===== src/rtl/dref_pkg.sv =====
// Shared types for the DRAM refresh and power-up sequencer.
// Assumes nothing beyond IEEE 1800-2017 enums.
package dref_pkg;

    // Top-level life cycle of the sequencer.
    typedef enum logic [1:0] {
        PH_PAUSE = 2'd0,   // long quiet wait after reset
        PH_WAKE  = 2'd1,   // issuing wake-up RAS cycles
        PH_RUN   = 2'd2    // normal distributed refresh
    } phase_e;

    // Phases of one refresh cycle on the DRAM pins.
    typedef enum logic [1:0] {
        CY_IDLE   = 2'd0,  // strobes high, bus may be released
        CY_LEAD   = 2'd1,  // CAS low (CBR) or row on address (RAS-only)
        CY_ACTIVE = 2'd2,  // RAS low
        CY_PRECH  = 2'd3   // all strobes high, RAS precharge
    } cycle_e;

endpackage


===== src/rtl/dref_interval_timer.sv =====
// Counts LIMIT enabled clocks. Periodic variant: a one-clock pulse on
// 'fire' each time LIMIT clocks elapse. One-shot variant: 'fire' goes high
// after LIMIT clocks and stays high until reset.
// Assumes LIMIT >= 1; counting halts while 'en' is low.
module dref_interval_timer #(
    parameter int LIMIT    = 16,
    parameter bit ONE_SHOT = 1'b0
) (
    input  logic clk,
    input  logic rst_n,
    input  logic en,
    output logic fire
);

    localparam int CNT_W = (LIMIT > 1) ? $clog2(LIMIT) : 1;
    localparam logic [CNT_W-1:0] LAST = CNT_W'(LIMIT - 1);

    logic [CNT_W-1:0] cnt_q;
    logic             run;
    logic             wrap;

    assign run  = en && !(ONE_SHOT && fire);
    assign wrap = run && (cnt_q == LAST);

    // Free-running count of enabled clocks, cleared at the limit.
    always_ff @(posedge clk) begin
        if (!rst_n) begin
            cnt_q <= '0;
        end else if (run) begin
            cnt_q <= wrap ? '0 : cnt_q + CNT_W'(1);
        end
    end

    generate
        if (ONE_SHOT) begin : g_once
            logic hit_q;
            // Sticky flag set when the limit is first reached.
            always_ff @(posedge clk) begin
                if (!rst_n) begin
                    hit_q <= 1'b0;
                end else if (wrap) begin
                    hit_q <= 1'b1;
                end
            end
            assign fire = hit_q;
        end else begin : g_loop
            logic pulse_q;
            // One-clock pulse per elapsed period.
            always_ff @(posedge clk) begin
                if (!rst_n) begin
                    pulse_q <= 1'b0;
                end else begin
                    pulse_q <= wrap;
                end
            end
            assign fire = pulse_q;
        end
    endgenerate

endmodule


===== src/rtl/dref_debt_counter.sv =====
// Tracks how many refreshes are owed. 'add' raises the count, 'take'
// lowers it. The count saturates at MAX_DEBT, so further ticks are lost.
// Assumes 'take' is only raised while the count is non-zero.
module dref_debt_counter #(
    parameter int MAX_DEBT = 4
) (
    input  logic                             clk,
    input  logic                             rst_n,
    input  logic                             add,
    input  logic                             take,
    output logic [$clog2(MAX_DEBT+1)-1:0]    owed
);

    localparam int DW = $clog2(MAX_DEBT + 1);
    localparam logic [DW-1:0] CAP = DW'(MAX_DEBT);

    // Saturating up/down count of owed refreshes.
    always_ff @(posedge clk) begin
        if (!rst_n) begin
            owed <= '0;
        end else if (add && !take && (owed != CAP)) begin
            owed <= owed + DW'(1);
        end else if (take && !add && (owed != '0)) begin
            owed <= owed - DW'(1);
        end
    end

endmodule


===== src/rtl/dref_cycle_gen.sv =====
// Generates one refresh cycle on the DRAM strobes per 'start'. The style is
// latched at start: CAS-before-RAS (CAS leads, address 0) or RAS-only
// (row counter on the address, CAS high). The row counter advances at the
// end of each RAS-only cycle. Strobe and address outputs are registered,
// decoded from the next state so they change cleanly on the clock.
// Assumes 'start' is only raised while 'busy' is low.
module dref_cycle_gen
    import dref_pkg::*;
#(
    parameter int ROW_W         = 9,
    parameter int LEAD_CYCLES   = 1,
    parameter int ACTIVE_CYCLES = 4,
    parameter int PRECH_CYCLES  = 3
) (
    input  logic             clk,
    input  logic             rst_n,
    input  logic             start,
    input  logic             ras_only_sel,
    output logic             busy,
    output logic             done,
    output logic             ras_n,
    output logic             cas_n,
    output logic [ROW_W-1:0] addr,
    output logic             style_q,
    output logic [ROW_W-1:0] row_q
);

    localparam int LONGEST_A = (LEAD_CYCLES > ACTIVE_CYCLES) ? LEAD_CYCLES : ACTIVE_CYCLES;
    localparam int LONGEST   = (LONGEST_A > PRECH_CYCLES) ? LONGEST_A : PRECH_CYCLES;
    localparam int PH_W      = $clog2(LONGEST + 1);
    localparam logic [PH_W-1:0] LEAD_LAST = PH_W'(LEAD_CYCLES - 1);
    localparam logic [PH_W-1:0] ACT_LAST  = PH_W'(ACTIVE_CYCLES - 1);
    localparam logic [PH_W-1:0] PRE_LAST  = PH_W'(PRECH_CYCLES - 1);

    cycle_e           state_q, state_d;
    logic [PH_W-1:0]  cnt_q, cnt_d;
    logic [ROW_W-1:0] row_d;
    logic             style_d;
    logic             ras_d, cas_d;
    logic [ROW_W-1:0] addr_d;
    logic             strobing_d;

    // Next-state, phase counter and row counter decisions.
    always_comb begin
        state_d = state_q;
        cnt_d   = cnt_q + PH_W'(1);
        row_d   = row_q;
        style_d = style_q;
        done    = 1'b0;
        case (state_q)
            CY_IDLE: begin
                cnt_d = '0;
                if (start) begin
                    state_d = CY_LEAD;
                    style_d = ras_only_sel;
                end
            end
            CY_LEAD: begin
                if (cnt_q == LEAD_LAST) begin
                    state_d = CY_ACTIVE;
                    cnt_d   = '0;
                end
            end
            CY_ACTIVE: begin
                if (cnt_q == ACT_LAST) begin
                    state_d = CY_PRECH;
                    cnt_d   = '0;
                    if (style_q) begin
                        row_d = row_q + ROW_W'(1);
                    end
                end
            end
            CY_PRECH: begin
                if (cnt_q == PRE_LAST) begin
                    state_d = CY_IDLE;
                    cnt_d   = '0;
                    done    = 1'b1;
                end
            end
            default: begin
                state_d = CY_IDLE;
                cnt_d   = '0;
            end
        endcase
    end

    // Pin levels that belong to the next state.
    always_comb begin
        strobing_d = (state_d == CY_LEAD) || (state_d == CY_ACTIVE);
        ras_d      = (state_d != CY_ACTIVE);
        cas_d      = !(strobing_d && !style_d);
        addr_d     = (strobing_d && style_d) ? row_d : '0;
    end

    // State, counters and registered pin drivers.
    always_ff @(posedge clk) begin
        if (!rst_n) begin
            state_q <= CY_IDLE;
            cnt_q   <= '0;
            row_q   <= '0;
            style_q <= 1'b0;
            ras_n   <= 1'b1;
            cas_n   <= 1'b1;
            addr    <= '0;
        end else begin
            state_q <= state_d;
            cnt_q   <= cnt_d;
            row_q   <= row_d;
            style_q <= style_d;
            ras_n   <= ras_d;
            cas_n   <= cas_d;
            addr    <= addr_d;
        end
    end

    assign busy = (state_q != CY_IDLE);

endmodule


===== src/rtl/dram_refresh_seq.sv =====
// DRAM refresh and power-up sequencer. After reset it holds the bus quiet
// for PAUSE_CYCLES, then issues WAKE_CYCLES RAS cycles, then raises
// init_done and refreshes one row every TICK_CYCLES clocks. Missed
// refreshes are counted up to MAX_DEBT and issued back to back once granted.
// Assumes the arbiter keeps bus_gnt high for as long as bus_req is high
// once it has granted; strobes are only driven low under grant.
module dram_refresh_seq
    import dref_pkg::*;
#(
    parameter int ROW_W         = 9,
    parameter int TICK_CYCLES   = 781,
    parameter int PAUSE_CYCLES  = 10_000_000,
    parameter int WAKE_CYCLES   = 8,
    parameter int MAX_DEBT      = 4,
    parameter int LEAD_CYCLES   = 1,
    parameter int ACTIVE_CYCLES = 4,
    parameter int PRECH_CYCLES  = 3
) (
    input  logic             clk,
    input  logic             rst_n,
    input  logic             ras_only_mode,
    input  logic             bus_gnt,
    output logic             bus_req,
    output logic             ras_n,
    output logic             ucas_n,
    output logic             lcas_n,
    output logic [ROW_W-1:0] addr,
    output logic             init_done
);

    localparam int DEBT_W = $clog2(MAX_DEBT + 1);
    localparam int WK_W   = $clog2(WAKE_CYCLES + 1);
    localparam logic [WK_W-1:0] WAKE_LAST = WK_W'(WAKE_CYCLES - 1);

    phase_e            phase_q;
    logic [WK_W-1:0]   wake_cnt_q;
    logic              pause_over;
    logic              tick;
    logic [DEBT_W-1:0] owed;
    logic              need;
    logic              start;
    logic              take;
    logic              cyc_busy;
    logic              cyc_done;
    logic              cas_n_i;
    logic              style_q;
    logic [ROW_W-1:0]  row_q;

    // One-shot power-up pause.
    dref_interval_timer #(
        .LIMIT    (PAUSE_CYCLES),
        .ONE_SHOT (1'b1)
    ) u_pause (
        .clk   (clk),
        .rst_n (rst_n),
        .en    (phase_q == PH_PAUSE),
        .fire  (pause_over)
    );

    // Distributed refresh tick, running only after initialisation.
    dref_interval_timer #(
        .LIMIT    (TICK_CYCLES),
        .ONE_SHOT (1'b0)
    ) u_tick (
        .clk   (clk),
        .rst_n (rst_n),
        .en    (phase_q == PH_RUN),
        .fire  (tick)
    );

    // Count of refreshes owed but not yet issued.
    dref_debt_counter #(
        .MAX_DEBT (MAX_DEBT)
    ) u_debt (
        .clk   (clk),
        .rst_n (rst_n),
        .add   (tick),
        .take  (take),
        .owed  (owed)
    );

    // Strobe waveform generator with the RAS-only row counter.
    dref_cycle_gen #(
        .ROW_W         (ROW_W),
        .LEAD_CYCLES   (LEAD_CYCLES),
        .ACTIVE_CYCLES (ACTIVE_CYCLES),
        .PRECH_CYCLES  (PRECH_CYCLES)
    ) u_cycle (
        .clk          (clk),
        .rst_n        (rst_n),
        .start        (start),
        .ras_only_sel (ras_only_mode),
        .busy         (cyc_busy),
        .done         (cyc_done),
        .ras_n        (ras_n),
        .cas_n        (cas_n_i),
        .addr         (addr),
        .style_q      (style_q),
        .row_q        (row_q)
    );

    // Work is pending during wake-up or while refreshes are owed.
    always_comb begin
        need  = (phase_q == PH_WAKE) || ((phase_q == PH_RUN) && (owed != '0));
        start = need && bus_gnt && !cyc_busy;
        take  = cyc_done && (phase_q == PH_RUN);
    end

    // Life-cycle phase and wake-up cycle count.
    always_ff @(posedge clk) begin
        if (!rst_n) begin
            phase_q    <= PH_PAUSE;
            wake_cnt_q <= '0;
        end else begin
            case (phase_q)
                PH_PAUSE: begin
                    if (pause_over) begin
                        phase_q <= PH_WAKE;
                    end
                end
                PH_WAKE: begin
                    if (cyc_done) begin
                        if (wake_cnt_q == WAKE_LAST) begin
                            phase_q <= PH_RUN;
                        end else begin
                            wake_cnt_q <= wake_cnt_q + WK_W'(1);
                        end
                    end
                end
                default: begin
                    phase_q <= PH_RUN;
                end
            endcase
        end
    end

    assign bus_req   = need || cyc_busy;
    assign ucas_n    = cas_n_i;
    assign lcas_n    = cas_n_i;
    assign init_done = (phase_q == PH_RUN);

endmodule


===== config.mk =====
export PLATFORM = sky130hd
export DESIGN_NAME = dram_refresh_seq
export DESIGN_NICKNAME = d
export VERILOG_FILES = /design/src/rtl/dref_pkg.sv /design/src/rtl/dref_interval_timer.sv /design/src/rtl/dref_debt_counter.sv /design/src/rtl/dref_cycle_gen.sv /design/src/rtl/dram_refresh_seq.sv
export SDC_FILE = /design/constraint.sdc
export NUM_CORES = 1
export LEC_CHECK = 0
export BUFFER_PORTS_ARGS = -buffer_cell sky130_fd_sc_hd__buf_4
export CORE_MARGIN = 2
export CORE_UTILIZATION = 63
export CTS_BUF_LIST = sky130_fd_sc_hd__clkbuf_8
export DETAILED_ROUTE_END_ITERATION = 8
export PLACE_DENSITY_LB_ADDON = 0.25
export SLEW_MARGIN = 20
export SYNTH_ARGS = -nofsm -noshare
export SYNTH_HDL_FRONTEND = slang
export SYNTH_SLANG_ARGS = --single-unit

===== constraint.sdc =====
create_clock -name clk -period 2.6 [get_ports clk]
set_input_delay 0.52 -clock clk [delete_from_list [all_inputs] [get_ports clk]]
set_output_delay 0.52 -clock clk [all_outputs]
set_load 0.03 [all_outputs]

==> results of run 1 <==
-- routing by layer --
| layer | share of wire [%] | vias up | wire, µm |
|---|---|---|---|
| met3 | 4.4 | 12 | 292 |
| met4 | 1.2 | 0 | 82 |
| met1 | 49 | 1319 | 3190 |
| li1 | - | 1418 | - |
| met2 | 46 | 65 | 3000 |
| met5 | 0 | - | 0 |
-- how the worst max path moves through the flow --
stage | endpoint | cells after the start | from | slack, ps
floorplan | u_debt.owed[2] | 7 | u_cycle.cnt_q[0] | 360
global placement | u_debt.owed[2] | 7 | u_cycle.cnt_q[0] | 300
detailed placement | u_debt.owed[2] | 7 | u_cycle.cnt_q[0] | 180
CTS | u_debt.owed[2] | 7 | u_cycle.cnt_q[0] | 160
global route | u_debt.owed[2] | 7 | u_cycle.cnt_q[0] | 60
finish | u_debt.owed[2] | 7 | u_cycle.cnt_q[0] | 140
-- cell usage in the layout (no fill, tap or decap), drive strengths merged, types with 3 or more instances in the layout --
master and n:
nand2 31, and4b 4, o31ai 5, dfxtp 71
or4 5, a21oi 24, o21ai 16, nor4 3
nand4 13, and4 4, xor2 14, ha 12
a211oi 9, clkinvlp 3, mux2i 5, xnor2 12
nand2b 6, or3 11, nor3 13, nor2 35
inv 22, clkbuf 9, buf 22, and2 6
nand4b 4, nand3 19
-- where the power goes --
part,internal (µW),switching (µW)
Clock,444,427
Combinational,38.8,66.3
Sequential,1100,10.8
Total,1580,504
-- metrics by stage --
| stage | instances | total power, µW | instance area (µm²) |
|---|---|---|---|
| CTS | 480 | 2110 | 3750 |
| finish | 480 | 2080 | 3750 |
| global route | 480 | 2170 | 3750 |
| detailed placement | 464 | 1240 | 3560 |
| global placement | 464 | 1240 | 3560 |
| floorplan | 388 | 1210 | 3370 |
-- registers in the layout, indices dropped and copies added, names as in the netlist, 3 cells and up --
signal and count:
u_cycle.addr 9, u_cycle.cnt_q 3, u_cycle.row_q 9, u_debt.owed 3, u_pause.cnt_q 24, u_tick.cnt_q 10, wake_cnt_q 4
-- final cells by class --
class / instances / area, µm²
Clock inverter: 7 / 73.8
Fill cell: 402 / 1390
Sequential cell: 71 / 1420
Inverter: 20 / 75.1
Clock buffer: 9 / 124
Timing Repair Buffer: 22 / 165
Multi-Input combinational cell: 281 / 1810
Tap cell: 70 / 87.6
-- kinds of logic (layout without fill, tap and decap cells) --
family,after synthesis,after routing,share of synthesized area [%]
AOI/OAI and AO/OA,70,70,13.2
muxes,5,5,1.48
DFF,71,71,42.1
and+or+nand+nor,167,167,27.0
xor gates and xnor gates,26,26,6.75
buffers and inverters,36,58,4.41
adders and majority gates,13,13,5.04
==> flow_metrics.tcl, run 1 <==
set metrics [dict create \
    status "finished clean" \
    cp-start-kind "flop" \
    slew_viol_final 0 \
    vdd_drop_max_mv 0.473 \
    cts_tree "yes" \
    worst_pin_slew_ps 784 \
    yosys.area.top_type "dfxtp_1" \
    syn_avg_cell_area_um2 8.69 \
    syn-num-nets 405 \
    portBuffers 17 \
    overflow 0 \
    fin_skew_ps 6.35 \
    regToRegEndpoint "u_debt.owed[2]" \
    fin_util_pct 73.1 \
    cap_violations 0 \
    met3_usage_pct 9.06 \
    antenna_found_initial 0 \
    cp_top_family "compound AO/OA/AOI/OAI gates" \
    synth.most_common_cell "dfxtp_1" \
    first_iter_violations 145 \
    root_buffer "clkbuf_8" \
    dpl_worst_slack_ps 185 \
    cts_resized 0 \
    crit_arrival_ps 2710 \
    critical-path-slowest-cell "fa_1" \
    setup_violations 0 \
    synth_edf_count 0 \
    synth_seq_cells 71 \
    insertion_delay_ps 350 \
    place.gp.congestion 0.828 \
    drc 0 \
    finalCritPeriodShare_pct 94.6 \
    synthTopCellsByArea "dfxtp_1 42%, ha_1 4.5%, nor2_1 3.9%, xor2_1 3.6%, nand2_1 3.4%" \
    holdBufCountCts 0 \
    cp_cell_sequence "inv_1 > ha_1 > and4b_1 > a221o_1 > fa_1 > o41a_1 > o32ai_1" \
    power_density_mw_per_mm2 555 \
    post-route-min-period_ps 2460 \
    rrSetupSlack_ps 140 \
    seq_area_frac_synth_pct 42.1 \
    cts_sinks 71 \
    core_mm2 0.00514 \
    ioPinCount 18 \
    grt_max_degree 19 \
    worst-path-buf-inv 1 \
    initial_core_util_pct 65.6 \
    final.setup.tns_ps 0 \
    synth_ff_type "dfxtp_1" \
    ff2ff_path_depth 7 \
    path_clk_slew_ps 70 \
    met2_usage_pct 37.7 \
    synthesis.area_mm2 0.00337 \
    ant_nets 0 \
    use_met1_pct 30.8 \
    vias 2814 \
    r2r-start "u_cycle.cnt_q[0]" \
    hp-start "rst_n" \
    syn_to_final_growth_pct 11.3 \
    die_w_um 77.2 \
    dp_hpwl_mm 4.57 \
    slew_headroom_pct 47.3 \
    timing.hold.ws_ps 451 \
    rows 26 \
    critPathCaptureType "flop" \
    setup_ws_ps 140 \
    viasPerCell 5.86 \
    drive_gt1_share_pct 11.5 \
    fin_nets 422 \
    dieArea_mm2 0.00596 \
    critical-path-max-stage-delay_ps 430 \
    fmax_mhz 406 \
    rsz0062_at_grt "no" \
    clk_path_buf_depth 2 \
    leakage_uw 0.00131 \
    dr.pass1.iters 5 \
    hold_end "u_cycle.ras_n" \
    crit_type "flop to flop" \
    cts_made_buffers 9 \
    cts_max_level 3 \
    worstPathRequired_ps 2850 \
    synthTopCellsByCount "71 x dfxtp_1, 35 x nor2_1, 31 x nand2_1, 23 x a21oi_1" \
    hold_class "input port to flop" \
    cp_max_fo 5 \
    wl_per_cell_um 13.7 \
    chipHeight_um 77.2 \
    hold_viol_final 0 \
    antennaDiodeCount 0 \
    post-cts-setup-buffers 0 \
    drt_wl_total_mm 6.56 \
    grt-busiest-layer "met2" \
    grtUsageTotal_pct 24.0 \
    ys.warnings.count 0 \
    synth_top_area_share_pct 42.1 \
    synthArstFlopShare_pct 0 \
    grt_pass1_wl_mm 11.5 \
    syn_inst 388 \
    grt_pass1_vias 2537 \
    hold_depth 2 \
    ys_types 54 \
]
Power figures use the tool's default switching activity.
==> run 2, diff against run 1 <==
ABC_AREA = 1   (was unset)
CTS_CLUSTER_SIZE = 10   (was unset)
==> run 2 against run 1 <==
Compared with the run above: cell count up 22%; largest power group unchanged; register-to-register slack better by 410 ps; wire length up 2.1%; largest cell class unchanged; via count up 6.2%.
==> flow_metrics.tcl, run 2 <==
set metrics [dict create \
    drt_wl_total_mm 6.71 \
    first_iter_violations 153 \
    cp_max_fo 9 \
    ant_nets 0 \
    worst_pin_slew_ps 513 \
    power_switching_uw 469 \
    dr.pass1.iters 4 \
    viasPerCell 5.10 \
    hp-start "rst_n" \
    ioPinCount 18 \
    ff2ff_path_depth 10 \
    vias 2988 \
    grt_max_degree 18 \
    root_buffer "clkbuf_8" \
    cp-start-kind "flop" \
    top_regs "u_pause.cnt_q (24), u_tick.cnt_q (10)" \
    place.gp.congestion 0.948 \
    synthesis.area_mm2 0.00350 \
    ys_types 37 \
    regToRegEndpoint "u_cycle.addr[8]" \
    cell_internal_pwr_uw 1550 \
    cts_made_buffers 9 \
    grt_pass1_wl_mm 11.8 \
    synth.most_common_cell "nand2_1" \
    synthTopCellsByCount "100 x nand2_1, 99 x nor2_1, 71 x dfxtp_1, 62 x inv_1, 30 x nand3_1" \
    dieArea_mm2 0.00618 \
    yosys.area.top_type "dfxtp_1" \
    synthArstFlopShare_pct 0 \
    wl_per_cell_um 11.4 \
    power_frac_comb_pct 1.8 \
    synth_ff_type "dfxtp_1" \
    setup_ws_ps 545 \
    finalCritPeriodShare_pct 79.0 \
    grtUsageTotal_pct 23.9 \
    path_clk_slew_ps 80 \
    power.total_uw 2010 \
    power_density_mw_per_mm2 517 \
    hold_class "input port to flop" \
    drive_gt1_share_pct 12.1 \
    leakage_uw 0.00157 \
    r2r-start "phase_q[1]" \
    insertion_delay_ps 360 \
    status "finished clean" \
    die_w_um 78.6 \
    synth_top_area_share_pct 40.6 \
    largest_reg_flops 24 \
    hold_end "u_cycle.ras_n" \
    initial_core_util_pct 64.4 \
    antenna_found_initial 0 \
    final.setup.tns_ps 0 \
    post-cts-setup-buffers 0 \
    vdd_drop_max_mv 0.287 \
    hold_depth 2 \
    cap_violations 0 \
    drc 0 \
    slew_headroom_pct 65.6 \
    crit_type "flop to flop" \
    cts_max_level 3 \
    fin_nets 526 \
    grt_pass1_vias 2826 \
    ys.warnings.count 0 \
    dp_hpwl_mm 4.77 \
    fmax_mhz 487 \
    p_clk_share_pct 43.9 \
    cts_sinks 71 \
    overflow 0 \
    chipHeight_um 78.6 \
    cts_resized 0 \
    syn_to_final_growth_pct 11.2 \
    syn_avg_cell_area_um2 7.23 \
    worstPathRequired_ps 2890 \
    rows 27 \
    syn_inst 485 \
    slew_viol_final 0 \
    critPathCaptureType "flop" \
    p_sw_share_pct 23.3 \
    hold_viol_final 0 \
    fin_skew_ps 11.5 \
    clk_path_buf_depth 2 \
    syn-num-nets 502 \
    setup_violations 0 \
    core_mm2 0.00544 \
    antennaDiodeCount 0 \
    synthTopCellsByArea "dfxtp_1 41%, nand2_1 11%, nor2_1 11%, inv_1 6.6%, ha_1 4.3%" \
    holdBufCountCts 0 \
    portBuffers 17 \
    top_register "u_pause.cnt_q" \
    synth_edf_count 0 \
    post-route-min-period_ps 2050 \
    rrSetupSlack_ps 550 \
    seq_power_share_pct 54.3 \
    layout_common_cells "100 x nand2_1, 99 x nor2_1, 71 x dfxtp_1" \
    rsz0062_at_grt "no" \
    seq_area_frac_synth_pct 40.6 \
    final_common_cell "nand2_1" \
    crit_arrival_ps 2350 \
    cts_tree "yes" \
    dpl_worst_slack_ps 602 \
    synth_seq_cells 71 \
]
==> run 2: changes by cell type after synthesis, moves of 6 or more <==
cell | previous run | this run
inv_1 | 19 | 62
nand4_1 | 13 | 7
nor2_1 | 35 | 99
nand2_1 | 31 | 100
or3_1 | 11 | 0
nand3_1 | 19 | 30
a211oi_1 | 9 | 0
nand2b_1 | 6 | 0
xor2_1 | 14 | 8
clkbuf_1 | 11 | 3
==> run 2: how the worst max path moves through the flow <==
stage	startpoint	end	depth (start not counted)
2_1_floorplan	phase_q[1]	u_cycle.addr[7]	10
3_3_place_gp	u_cycle.cnt_q[0]	u_cycle.addr[7]	9
3_5_place_dp	phase_q[1]	u_cycle.addr[7]	10
4_1_cts	phase_q[1]	u_cycle.addr[8]	10
5_1_grt	u_cycle.cnt_q[0]	u_cycle.addr[7]	11
6_report	phase_q[1]	u_cycle.addr[8]	10
==> run 2: cells by family (layout without fill, tap and decap cells) <==
family / count (synthesis) / after routing / share of synthesized area, %
XOR/XNOR: 16 / 16 / 4.00
adder cells (fa/ha/maj): 13 / 13 / 4.86
flip-flops: 71 / 71 / 40.6
AND/OR/NAND/NOR: 278 / 278 / 36.9
multiplexers: 1 / 1 / 0.286
buffers and inverters: 70 / 99 / 7.82
AO/OA/AOI/OAI: 36 / 36 / 5.61
==> run 2: cell type report <==
type	count	area [µm²]
clock buffers	9	124
clock inverters	7	73.8
fillers	438	1540
inverters	65	244
multi-input cells	344	1810
flip-flops and latches	71	1420
well taps	72	90.1
repair buffers	18	135
==> run 2: power groups by stage <==
stage          sequential (µW)  clock (µW)  combinational [µW]
3_5_place_dp              1120           0                36.7
5_1_grt                   1090         950                41.6
2_1_floorplan             1120           0                25.8
4_1_cts                   1090         901                36.8
3_3_place_gp              1120           0                36.0
6_report                  1090         883                36.7
==> run 2: per-layer routing <==
metal	global-route usage, %	wire (µm)
met1	27.8	3060
met2	41.8	3300
met3	6.09	224
met4	9.30	113
met5	0	0
==> run 2: worst max-delay path, cell delays in order, from the launching register on <==
cell and delay (ps):
dfxtp_1 460, inv_2 70, nor2_4 230, nand2_2 100, nand2_2 80, nand3_2 80, nor3b_1 170, ha_1 290
nor2_1 230, nand3_4 160, nor2_1 120
==> run 2: metrics by stage <==
| step | std cells | util (%) | hold WS [ps] | area (µm²) |
|---|---|---|---|---|
| final | 586 | 71.7 | 454 | 3900 |
| after floorplan | 485 | - | 445 | 3500 |
| after global placement | 570 | 68.0 | 453 | 3700 |
| after global routing | 586 | 71.7 | 443 | 3900 |
| after CTS | 586 | 71.7 | 440 | 3900 |
| after detailed placement | 570 | 68.0 | 472 | 3700 |
